## src/rtl/bsr_pkg.sv

```systemverilog
package bsr_pkg;

  typedef enum logic [1:0] {
    MODE_KEEP   = 2'b00,
    MODE_TOLOW  = 2'b01,
    MODE_TOHIGH = 2'b10,
    MODE_LOAD   = 2'b11
  } mode_e;

  // One strobe per operation; exactly one is high each cycle.
  typedef struct packed {
    logic zero;
    logic keep;
    logic toLow;
    logic toHigh;
    logic load;
  } strobes_t;

endpackage

```

## src/rtl/bsr_control.sv

```systemverilog
module bsr_control
  import bsr_pkg::*;
(
  input  logic     clear,
  input  mode_e    mode,
  output strobes_t str
);

  always_comb begin
    str = '0;
    if (clear) begin
      str.zero = 1'b1;
    end else begin
      unique case (mode)
        MODE_KEEP:   str.keep   = 1'b1;
        MODE_TOLOW:  str.toLow  = 1'b1;
        MODE_TOHIGH: str.toHigh = 1'b1;
        MODE_LOAD:   str.load   = 1'b1;
        default:     str.keep   = 1'b1;
      endcase
    end
  end

  // clear wins over every mode; one operation at a time
  always_comb begin
    assert_onehot_strobe_R5 : assert ($onehot(str));
    if (clear) begin
      assert_clear_dominates_R5 : assert (str.zero);
    end
  end

endmodule

```

## src/rtl/bsr_cell.sv

```systemverilog
module bsr_cell
  import bsr_pkg::*;
(
  input  logic     clk,
  input  strobes_t str,
  input  logic     upperQ,
  input  logic     lowerQ,
  input  logic     parBit,
  output logic     q
);

  logic nxt;

  always_comb begin
    nxt = q;
    if (str.zero)        nxt = 1'b0;
    else if (str.load)   nxt = parBit;
    else if (str.toLow)  nxt = upperQ;
    else if (str.toHigh) nxt = lowerQ;
    else if (str.keep)   nxt = q;
  end

  always_ff @(posedge clk) begin
    q <= nxt;
  end

endmodule

```

## src/rtl/bsr_datapath.sv

```systemverilog
module bsr_datapath
  import bsr_pkg::*;
#(
  parameter int WIDTH = 4
) (
  input  logic             clk,
  input  strobes_t         str,
  input  logic [WIDTH-1:0] parIn,
  input  logic             leftIn,
  input  logic             rightIn,
  output logic [WIDTH-1:0] q
);

  localparam int EXT_W = WIDTH + 2;

  // Register padded with the serial inputs so every cell sees two neighbours.
  logic [EXT_W-1:0] ext;
  assign ext = {leftIn, q, rightIn};

  for (genvar g = 0; g < WIDTH; g++) begin : g_bit
    bsr_cell u_cell (
      .clk    (clk),
      .str    (str),
      .upperQ (ext[g+2]),
      .lowerQ (ext[g]),
      .parBit (parIn[g]),
      .q      (q[g])
    );
  end

  // clear empties the register on the next edge
  assert_clear_zero_R5 : assert property (@(posedge clk)
    str.zero |=> (q == '0));

  // keep leaves the contents unchanged
  assert_keep_stable_R1 : assert property (@(posedge clk) disable iff (str.zero)
    str.keep |=> (q == $past(q)));

  // shift toward bit 0, top filled from leftIn
  assert_shift_low_R2 : assert property (@(posedge clk) disable iff (str.zero)
    str.toLow |=> (q == {$past(leftIn), $past(q[WIDTH-1:1])}));

  // shift toward the top, bit 0 filled from rightIn
  assert_shift_high_R3 : assert property (@(posedge clk) disable iff (str.zero)
    str.toHigh |=> (q == {$past(q[WIDTH-2:0]), $past(rightIn)}));

  // parallel load
  assert_load_word_R4 : assert property (@(posedge clk) disable iff (str.zero)
    str.load |=> (q == $past(parIn)));

endmodule

```

## src/rtl/bidir_shift_reg.sv

```systemverilog
module bidir_shift_reg
  import bsr_pkg::*;
#(
  parameter int WIDTH = 4
) (
  input  logic             clk,
  input  logic             clear,
  input  logic [1:0]       mode,
  input  logic [WIDTH-1:0] parIn,
  input  logic             leftIn,
  input  logic             rightIn,
  output logic [WIDTH-1:0] parOut,
  output logic             leftOut,
  output logic             rightOut
);

  strobes_t str;

  bsr_control u_control (
    .clear (clear),
    .mode  (mode_e'(mode)),
    .str   (str)
  );

  bsr_datapath #(.WIDTH(WIDTH)) u_datapath (
    .clk     (clk),
    .str     (str),
    .parIn   (parIn),
    .leftIn  (leftIn),
    .rightIn (rightIn),
    .q       (parOut)
  );

  // end bits exposed for chaining
  assign leftOut  = parOut[WIDTH-1];
  assign rightOut = parOut[0];

endmodule

```

## config.mk

```make
export PLATFORM = sky130hd
export DESIGN_NAME = bidir_shift_reg
export DESIGN_NICKNAME = d
export VERILOG_FILES = /design/src/rtl/bsr_pkg.sv /design/src/rtl/bsr_control.sv /design/src/rtl/bsr_cell.sv /design/src/rtl/bsr_datapath.sv /design/src/rtl/bidir_shift_reg.sv
export SDC_FILE = /design/constraint.sdc
export NUM_CORES = 1
export LEC_CHECK = 0
export BUFFER_PORTS_ARGS = -buffer_cell sky130_fd_sc_hd__buf_2
export CAP_MARGIN = 0
export CORE_AREA = 2 2 39 41
export DETAILED_ROUTE_END_ITERATION = 8
export DIE_AREA = 0 0 41 43
export PLACE_DENSITY_LB_ADDON = 0.1
export SETUP_SLACK_MARGIN = 0.2
export SYNTH_ARGS = -nofsm -noshare
export SYNTH_HDL_FRONTEND = slang
export SYNTH_SLANG_ARGS = --single-unit
```

## constraint.sdc

```tcl
create_clock -name clk -period 2.95 [get_ports clk]
set_input_delay 0.4425 -clock clk [delete_from_list [all_inputs] [get_ports clk]]
set_output_delay 0.4425 -clock clk [all_outputs]
set_load 0.005 [all_outputs]
```

Yosys cells after proc, flatten, opt, wreduce, memory -nomap -nowiden
Cells that the tools add are included.

storage, ports and cells
  register bits after elaboration = 4
  latch bits = 0
  memory bits (writable) = 0
  ROM bits = 0
  input port bits = 10
  output and inout bits = 6
  word-level logic and storage cells = 25
  memories kept = 0

cells by class
  add/subtract/negate cells = 0
  multipliers = 0
  div/mod/pow operators = 0
  $lt $le $gt $ge = 0
  equal/unequal tests = 3
  shifts and indexed selects = 0
  multiplexer cells = 17
  bitwise logic cells = 0
  reductions and logical operators = 1

operator list
  cell                                           count
  2-to-1 mux 1 bit                               16
  == test 2 bit, second input constant           2
  2-to-1 mux 3 bit                               1
  nonzero test 3 bit                             1
  == test 2 x 1 -> 1 bit, second input constant  1

Longest topological paths before layout
Gate-level depths: netlist of the first run.

  depth after elaboration = 6
  gate-level depth with buffers = 2

Modules after synthesis
A second synthesis of the first run with hierarchy kept.

second synthesis, totals
  cell total of the unflattened synthesis = 31
  area, all modules = 292.8 sq um

by module, submodules not included
  module           times used  cells each  area each (sq um)  seq. area each (sq um)
  bsr_cell         4           6           60.1               20.0
  bsr_control      1           5           37.5               0.0
  bidir_shift_reg  1           2           15.0               0.0

Worst setup path before layout of the first run
No wires, ideal clock.

  path kind = in2reg
  start point = in mode[1]
  end point = reg u_datapath.g_bit[3].u_cell.q
  setup time = 0.114 ns
  arrival = 1.073 ns
  data required time = 2.836 ns
  slack = 1.763 ns
  cell stages on the path = 2
  cells stage by stage = mux4_1 nor2b_1

on the way
  cells in the longest elaborated chain, start to end = 5

RTL lines
  what                    RTL line              source
  from (decl)             bidir_shift_reg.sv:8  input logic [1:0] mode,
  == test 2 x 1 -> 1 bit  bsr_control.sv:14     unique case (mode)
  2-to-1 mux 1 bit        bsr_control.sv:14
  2-to-1 mux 3 bit *      bsr_control.sv:11     if (clear) begin
  2-to-1 mux 1 bit        bsr_cell.sv:18        else if (str.toLow) nxt = upperQ;
  2-to-1 mux 1 bit        bsr_cell.sv:17        else if (str.load) nxt = parBit;
  to (signal assigned)    bsr_cell.sv:24        q <= nxt;
  to (decl)               bsr_cell.sv:9         output logic q

Mark *: on every way between the ends. The rest lies on a longest branch, timed or not.
A chain may end at the register's enable or synchronous reset.

Final worst setup path of the first run
  start point = reg u_datapath.g_bit[2].u_cell.q
  end point = out parOut[2]

RTL lines
  what                    RTL line               source
  from (decl)             bsr_cell.sv:9
  from (signal assigned)  bsr_cell.sv:24
  to (decl)               bidir_shift_reg.sv:12  output logic [WIDTH-1:0] parOut,

No word-level cell between the ends.

==> results.yml, run 1 <==
status:
  outcome: "completed"
setup_path:
  crit_chain: "buf_2"
  crit_family: "flip-flops"
  cp_max_fo: 4
  start_kind: "register"
  cpPeakStageDelay_ns: 0.37
  worstPathRequired_ns: 2.51
  cp-end-kind: "output port"
  crit_type: "reg2out"
  arrival_ns: 0.73
  cp_num_buf_inv: 1
  slowest_stage: "dfxtp_1"
route:
  routedWlPerCell_um: 10.9
  drc: 0
  routed-via-count: 183
  ant_nets: 0
  viasPerCell: 3.98
  drt_pass1_iterations: 1
  wirelength_um: 500
  drt-initial-drc-count: 0
synth:
  synth_area_leaders: "dfxtp_1 (35%), mux4_2 (30%), buf_4 (13%)"
  syn_area_per_cell_um2: 14.3
  synth_area_um2: 229
  syn_inst: 16
  ys_seq_area_share_pct: 35.0
  syn-num-nets: 26
  yosys_warnings: 0
  synth_top_area_share_pct: 35.0
  ys_types: 5
  ys_ff_latch: 4
  yosys.area.top_type: "dfxtp_1"
global_route:
  grt_pass1_wl_um: 834
  antenna_found_initial: 0
  track_usage_pct: 8.27
  grt_pass1_vias: 225
  grt_overflow: 0
  grt_max_degree: 5
layout:
  fin_nets: 42
  num_antenna_cells: 0
  instances_no_fill: 46
  largest_reg_flops: 4
  syn_to_final_growth_pct: 38.3
  drive_above_1_share_pct: 70.0
  regMostFlops: "u_datapath.g_bit.u_cell.q"
  largestRegisters: "u_datapath.g_bit.u_cell.q x4"
  utilization_pct: 22.9
timing:
  setup_tns_ns: 0
  min_period_over_period_pct: 39.8
  finalSetupViolCount: 0
  final_hold_viol_count: 0
  slew_violations: 0
  period_needed_ns: 1.17
  fmaxAchievable_mhz: 852
  worstMarginPinSlew_ns: 0.135
  relSlewSlack_pct: 91.0
  rsz0062_at_grt: "false"
  fin_skew_ns: 0.00144
power:
  pwr-share-seq_pct: 40.4
  peakVddDrop_v: 0.0000943
  pwr-share-clk_pct: 42.8
  comb_power_share_pct: 16.9
  p_sw_w: 0.0000314
  p_leak_nw: 0.154
  switching_share_pct: 20.6
  p_int_w: 0.000121
  powerDensity_mw_per_mm2: 482
placed_design:
  numPortBuffers: 15
  place_inst: 43
  place_congestion: 0.629
flow_run:
  maxCapViolCount: 0
die:
  row_count: 14
  ios: 16
  die_area_mm2: 0.00176
  core-area_mm2: 0.00138
  start_util_pct: 16.5
  die_w_um: 41
  die_h_um: 43
clock_tree:
  cts_setup_buffers: 0
  cts-buffers-inserted: 3
  cts_buffer_depth: 2
  htree_levels: 1
  clkSlewWorstSetupHoldPaths_ns: 0.04
  clock_latency_ns: 0.23
  cts_tree: "built"
  cts-root-buf: "clkbuf_4"
  clock_sinks: 4
  hold_buffers: 0
  cts_resized: 0
hold_path:
  hold_class: "in2reg"
-- cells by family (layout without fill, tap and decap cells) --
family                 count (synthesis)  after routing  share of synthesized area (%)
flip-flops                             4              4                           35.0
multiplexers                           4              4                           41.0
AND/OR/NAND/NOR                        4              4                           10.9
buffers and inverters                  4             18                           13.1
-- power groups by stage --
stage / clock, W / combinational [W] / sequential [W]
floorplan: 0 / 0.0000169 / 0.0000614
global placement: 0 / 0.0000260 / 0.0000623
detailed placement: 0 / 0.0000262 / 0.0000626
CTS: 0.0000701 / 0.0000263 / 0.0000617
global route: 0.0000710 / 0.0000280 / 0.0000623
finish: 0.0000653 / 0.0000257 / 0.0000616
-- cell usage after synthesis --
| library cell | n |
|---|---|
| nor2b_1 | 4 |
| mux4_1 | 1 |
| buf_4 | 4 |
| mux4_2 | 3 |
| dfxtp_1 | 4 |
-- per-layer routing --
layer  wire [µm]  track usage (%)  vias up  share of wire, %
li1            -                -       85                 -
met1         183             6.84       86                37
met2         258             11.6       10                52
met3          39             1.57        2               7.8
met4          19             14.0        0               3.8
met5           0                0        -                 0
-- final timing paths --
check,cells after the start,end,from,slack [ns]
max,1,parOut[2],u_datapath.g_bit[2].u_cell.q,1.78
max reg2reg,2,u_datapath.g_bit[3].u_cell.q,u_datapath.g_bit[2].u_cell.q,1.88
min,2,u_datapath.g_bit[3].u_cell.q,clear,0.41
min reg2reg,2,u_datapath.g_bit[3].u_cell.q,u_datapath.g_bit[3].u_cell.q,0.74
-- metrics by stage --
stage	power, W	hold WS, ns	cell area, µm²	worst slack (ns)
3_5_place_dp	0.0000888	0.654	294	1.56
3_3_place_gp	0.0000883	0.653	294	1.57
5_1_grt	0.000161	0.421	317	1.73
2_1_floorplan	0.0000783	0.514	229	1.76
6_report	0.000153	0.414	317	1.78
4_1_cts	0.000158	0.407	317	1.75
-- placed cells by master (no fill, tap or decap) --
cell type / netlist / routed
mux4_1: 1 / 1
nor2b_1: 4 / 4
dfxtp_1: 4 / 4
clkbuf_4: 0 / 3
mux4_2: 3 / 3
buf_2: 0 / 15
-- worst register-to-register path, stage by stage, from the launching register on --
cell	delay, ns
dfxtp_1	0.33
mux4_1	0.50
nor2b_1	0.14
-- layout make-up --
cell class                      count  area (µm²)
Sequential cell                     4        80.1
Clock buffer                        3        22.5
Fill cell                         157        1070
Multi-Input combinational cell      8         119
Timing Repair Buffer               15        75.1
Tap cell                           16        20.0
Power figures use the tool's default switching activity.
==> run 2, diff against run 1 <==
- clock period: 2.95 -> 1.1 ns (I/O delays scaled with it)
==> run 2 against run 1 <==
Compared with the run above:
- total power rose to 3.0 times the previous value
- final cell count up 8.7%
- clock-buffer cell count unchanged
- first-iteration DRC count up 3
- core utilization up 5.1 points
- die area unchanged
- register-to-register slack worse by 1.8 ns
- clock power rose to 2.8 times the previous value
- non-clock buffer count up 4
- hold slack worse by 0.29 ns
- combinational power rose to 4.0 times the previous value
- clock skew up 0.00077 ns
- highest routed layer is now met3
==> results.yml, run 2 (same netlist as run 1, synthesis figures left out) <==
status:
  outcome: "completed"
setup_path:
  worstPathRequired_ns: 1.22
  start_kind: "register"
  cp-end-kind: "register"
  arrival_ns: 1.13
  crit_type: "reg2reg"
  r2r-start: "u_datapath.g_bit[3].u_cell.q"
  crit_chain: "mux4_2, nor2b_1"
  startpoint: "u_datapath.g_bit[3].u_cell.q"
  regToRegSetupSlack_ns: 0.09
  crit_family: "multiplexers"
  cp_num_buf_inv: 0
  cpPeakStageDelay_ns: 0.44
  slowest_stage: "mux4_2"
  cp_max_fo: 3
timing:
  hold_ws_ns: 0.129
  min_period_over_period_pct: 91.9
  slew_violations: 0
  period_needed_ns: 1.01
  fin_skew_ns: 0.00221
  worstMarginPinSlew_ns: 0.117
  finalSetupViolCount: 0
  rsz0062_at_grt: "true"
  fmaxAchievable_mhz: 989
  setup_tns_ns: 0
  relSlewSlack_pct: 92.2
  final_hold_viol_count: 0
layout:
  utilization_pct: 27.9
  drive_above_1_share_pct: 88.2
  regMostFlops: "u_datapath.g_bit.u_cell.q"
  fin_nets: 46
  num_antenna_cells: 0
  largestRegisters: "u_datapath.g_bit.u_cell.q x4"
  final_cell_mix: "buf_2 (10), buf_6 (7), mux4_2 (4), nor2b_1 (4), dfxtp_2 (4)"
  largest_reg_flops: 4
  final_common_cell: "buf_2"
  design_area_um2: 387
  syn_to_final_growth_pct: 68.9
clock_tree:
  cts_tree: "built"
  clock_sinks: 4
  hold_buffers: 0
  clock_latency_ns: 0.23
  htree_levels: 1
  cts_buffer_depth: 2
  clkSlewWorstSetupHoldPaths_ns: 0.04
  cts-buffers-inserted: 3
  cts-root-buf: "clkbuf_4"
placed_design:
  dpl-instance-area_um2: 300
  place_congestion: 0.654
  numPortBuffers: 15
  place_hpwl_um: 385
route:
  drc: 0
  wirelength_um: 471
  ant_nets: 0
  drt-initial-drc-count: 3
  viasPerCell: 3.84
  routedWlPerCell_um: 9.42
  drt_pass1_iterations: 2
  routed-via-count: 192
power:
  p_int_w: 0.000355
  switching_share_pct: 21.2
  powerDensity_mw_per_mm2: 1160
  p_leak_nw: 0.177
  peakVddDrop_v: 0.000303
  p_sw_w: 0.0000955
  comb_power_share_pct: 22.6
  pwr-share-seq_pct: 37.0
  pwr-share-clk_pct: 40.4
die:
  die_w_um: 41
  die_h_um: 43
  row_count: 14
  core-area_mm2: 0.00138
  start_util_pct: 16.5
  ios: 16
  die_area_mm2: 0.00176
hold_path:
  hold_class: "in2reg"
  hp-start: "clear"
global_route:
  grt_pass1_vias: 202
  antenna_found_initial: 0
  grt_max_degree: 5
  grt_pass1_wl_um: 703
  track_usage_pct: 6.78
  grt_overflow: 0
flow_run:
  maxCapViolCount: 0
run 2: timing repair:
action / 4_1_cts / 5_1_grt
buffers inserted: 3 / 0
resized for setup: 3 / 6
endpoints found under the setup margin: 5 / 9
run 2: worst register-to-register path, cell delays in order (launching register included):
cell     delay (ns)
dfxtp_2        0.32
mux4_2         0.44
nor2b_1        0.14
run 2: worst paths after layout:
| path | endpoint | cells after the start |
|---|---|---|
| worst max-delay path | u_datapath.g_bit[2].u_cell.q | 2 |
| worst min-delay path | u_datapath.g_bit[0].u_cell.q | 2 |
| worst max register to register | u_datapath.g_bit[2].u_cell.q | 2 |
| worst min register to register | u_datapath.g_bit[0].u_cell.q | 2 |
run 2: through the flow:
step           setup slack (ns)  cells  total power (W)
3_5_place_dp             0.0322     44         0.000242
6_report                 0.0886     50         0.000450
3_3_place_gp             0.0317     44         0.000242
2_1_floorplan             0.113     16         0.000212
5_1_grt                  0.0624     50         0.000483
4_1_cts                  0.0908     50         0.000444
run 2: power groups by stage:
stage | Sequential [W] | Combinational, W | Clock [W]
2_1_floorplan | 0.000166 | 0.0000458 | 0
3_3_place_gp | 0.000168 | 0.0000737 | 0
3_5_place_dp | 0.000169 | 0.0000730 | 0
4_1_cts | 0.000166 | 0.0000876 | 0.000191
5_1_grt | 0.000167 | 0.000110 | 0.000206
6_report | 0.000167 | 0.000102 | 0.000182
run 2: cell type report:
| class | instances | area [µm²] |
|---|---|---|
| clock buffers | 3 | 22.5 |
| fillers | 151 | 997 |
| multi-input cells | 8 | 115 |
| flip-flops and latches | 4 | 85.1 |
| well taps | 16 | 20.0 |
| repair buffers | 19 | 144 |
run 2: per-layer routing:
layer | global-route usage (%) | wire length [µm]
met1 | 5.28 | 160
met2 | 9.38 | 276
met5 | 0 | 0
met4 | 10.0 | 0
met3 | 3.14 | 34
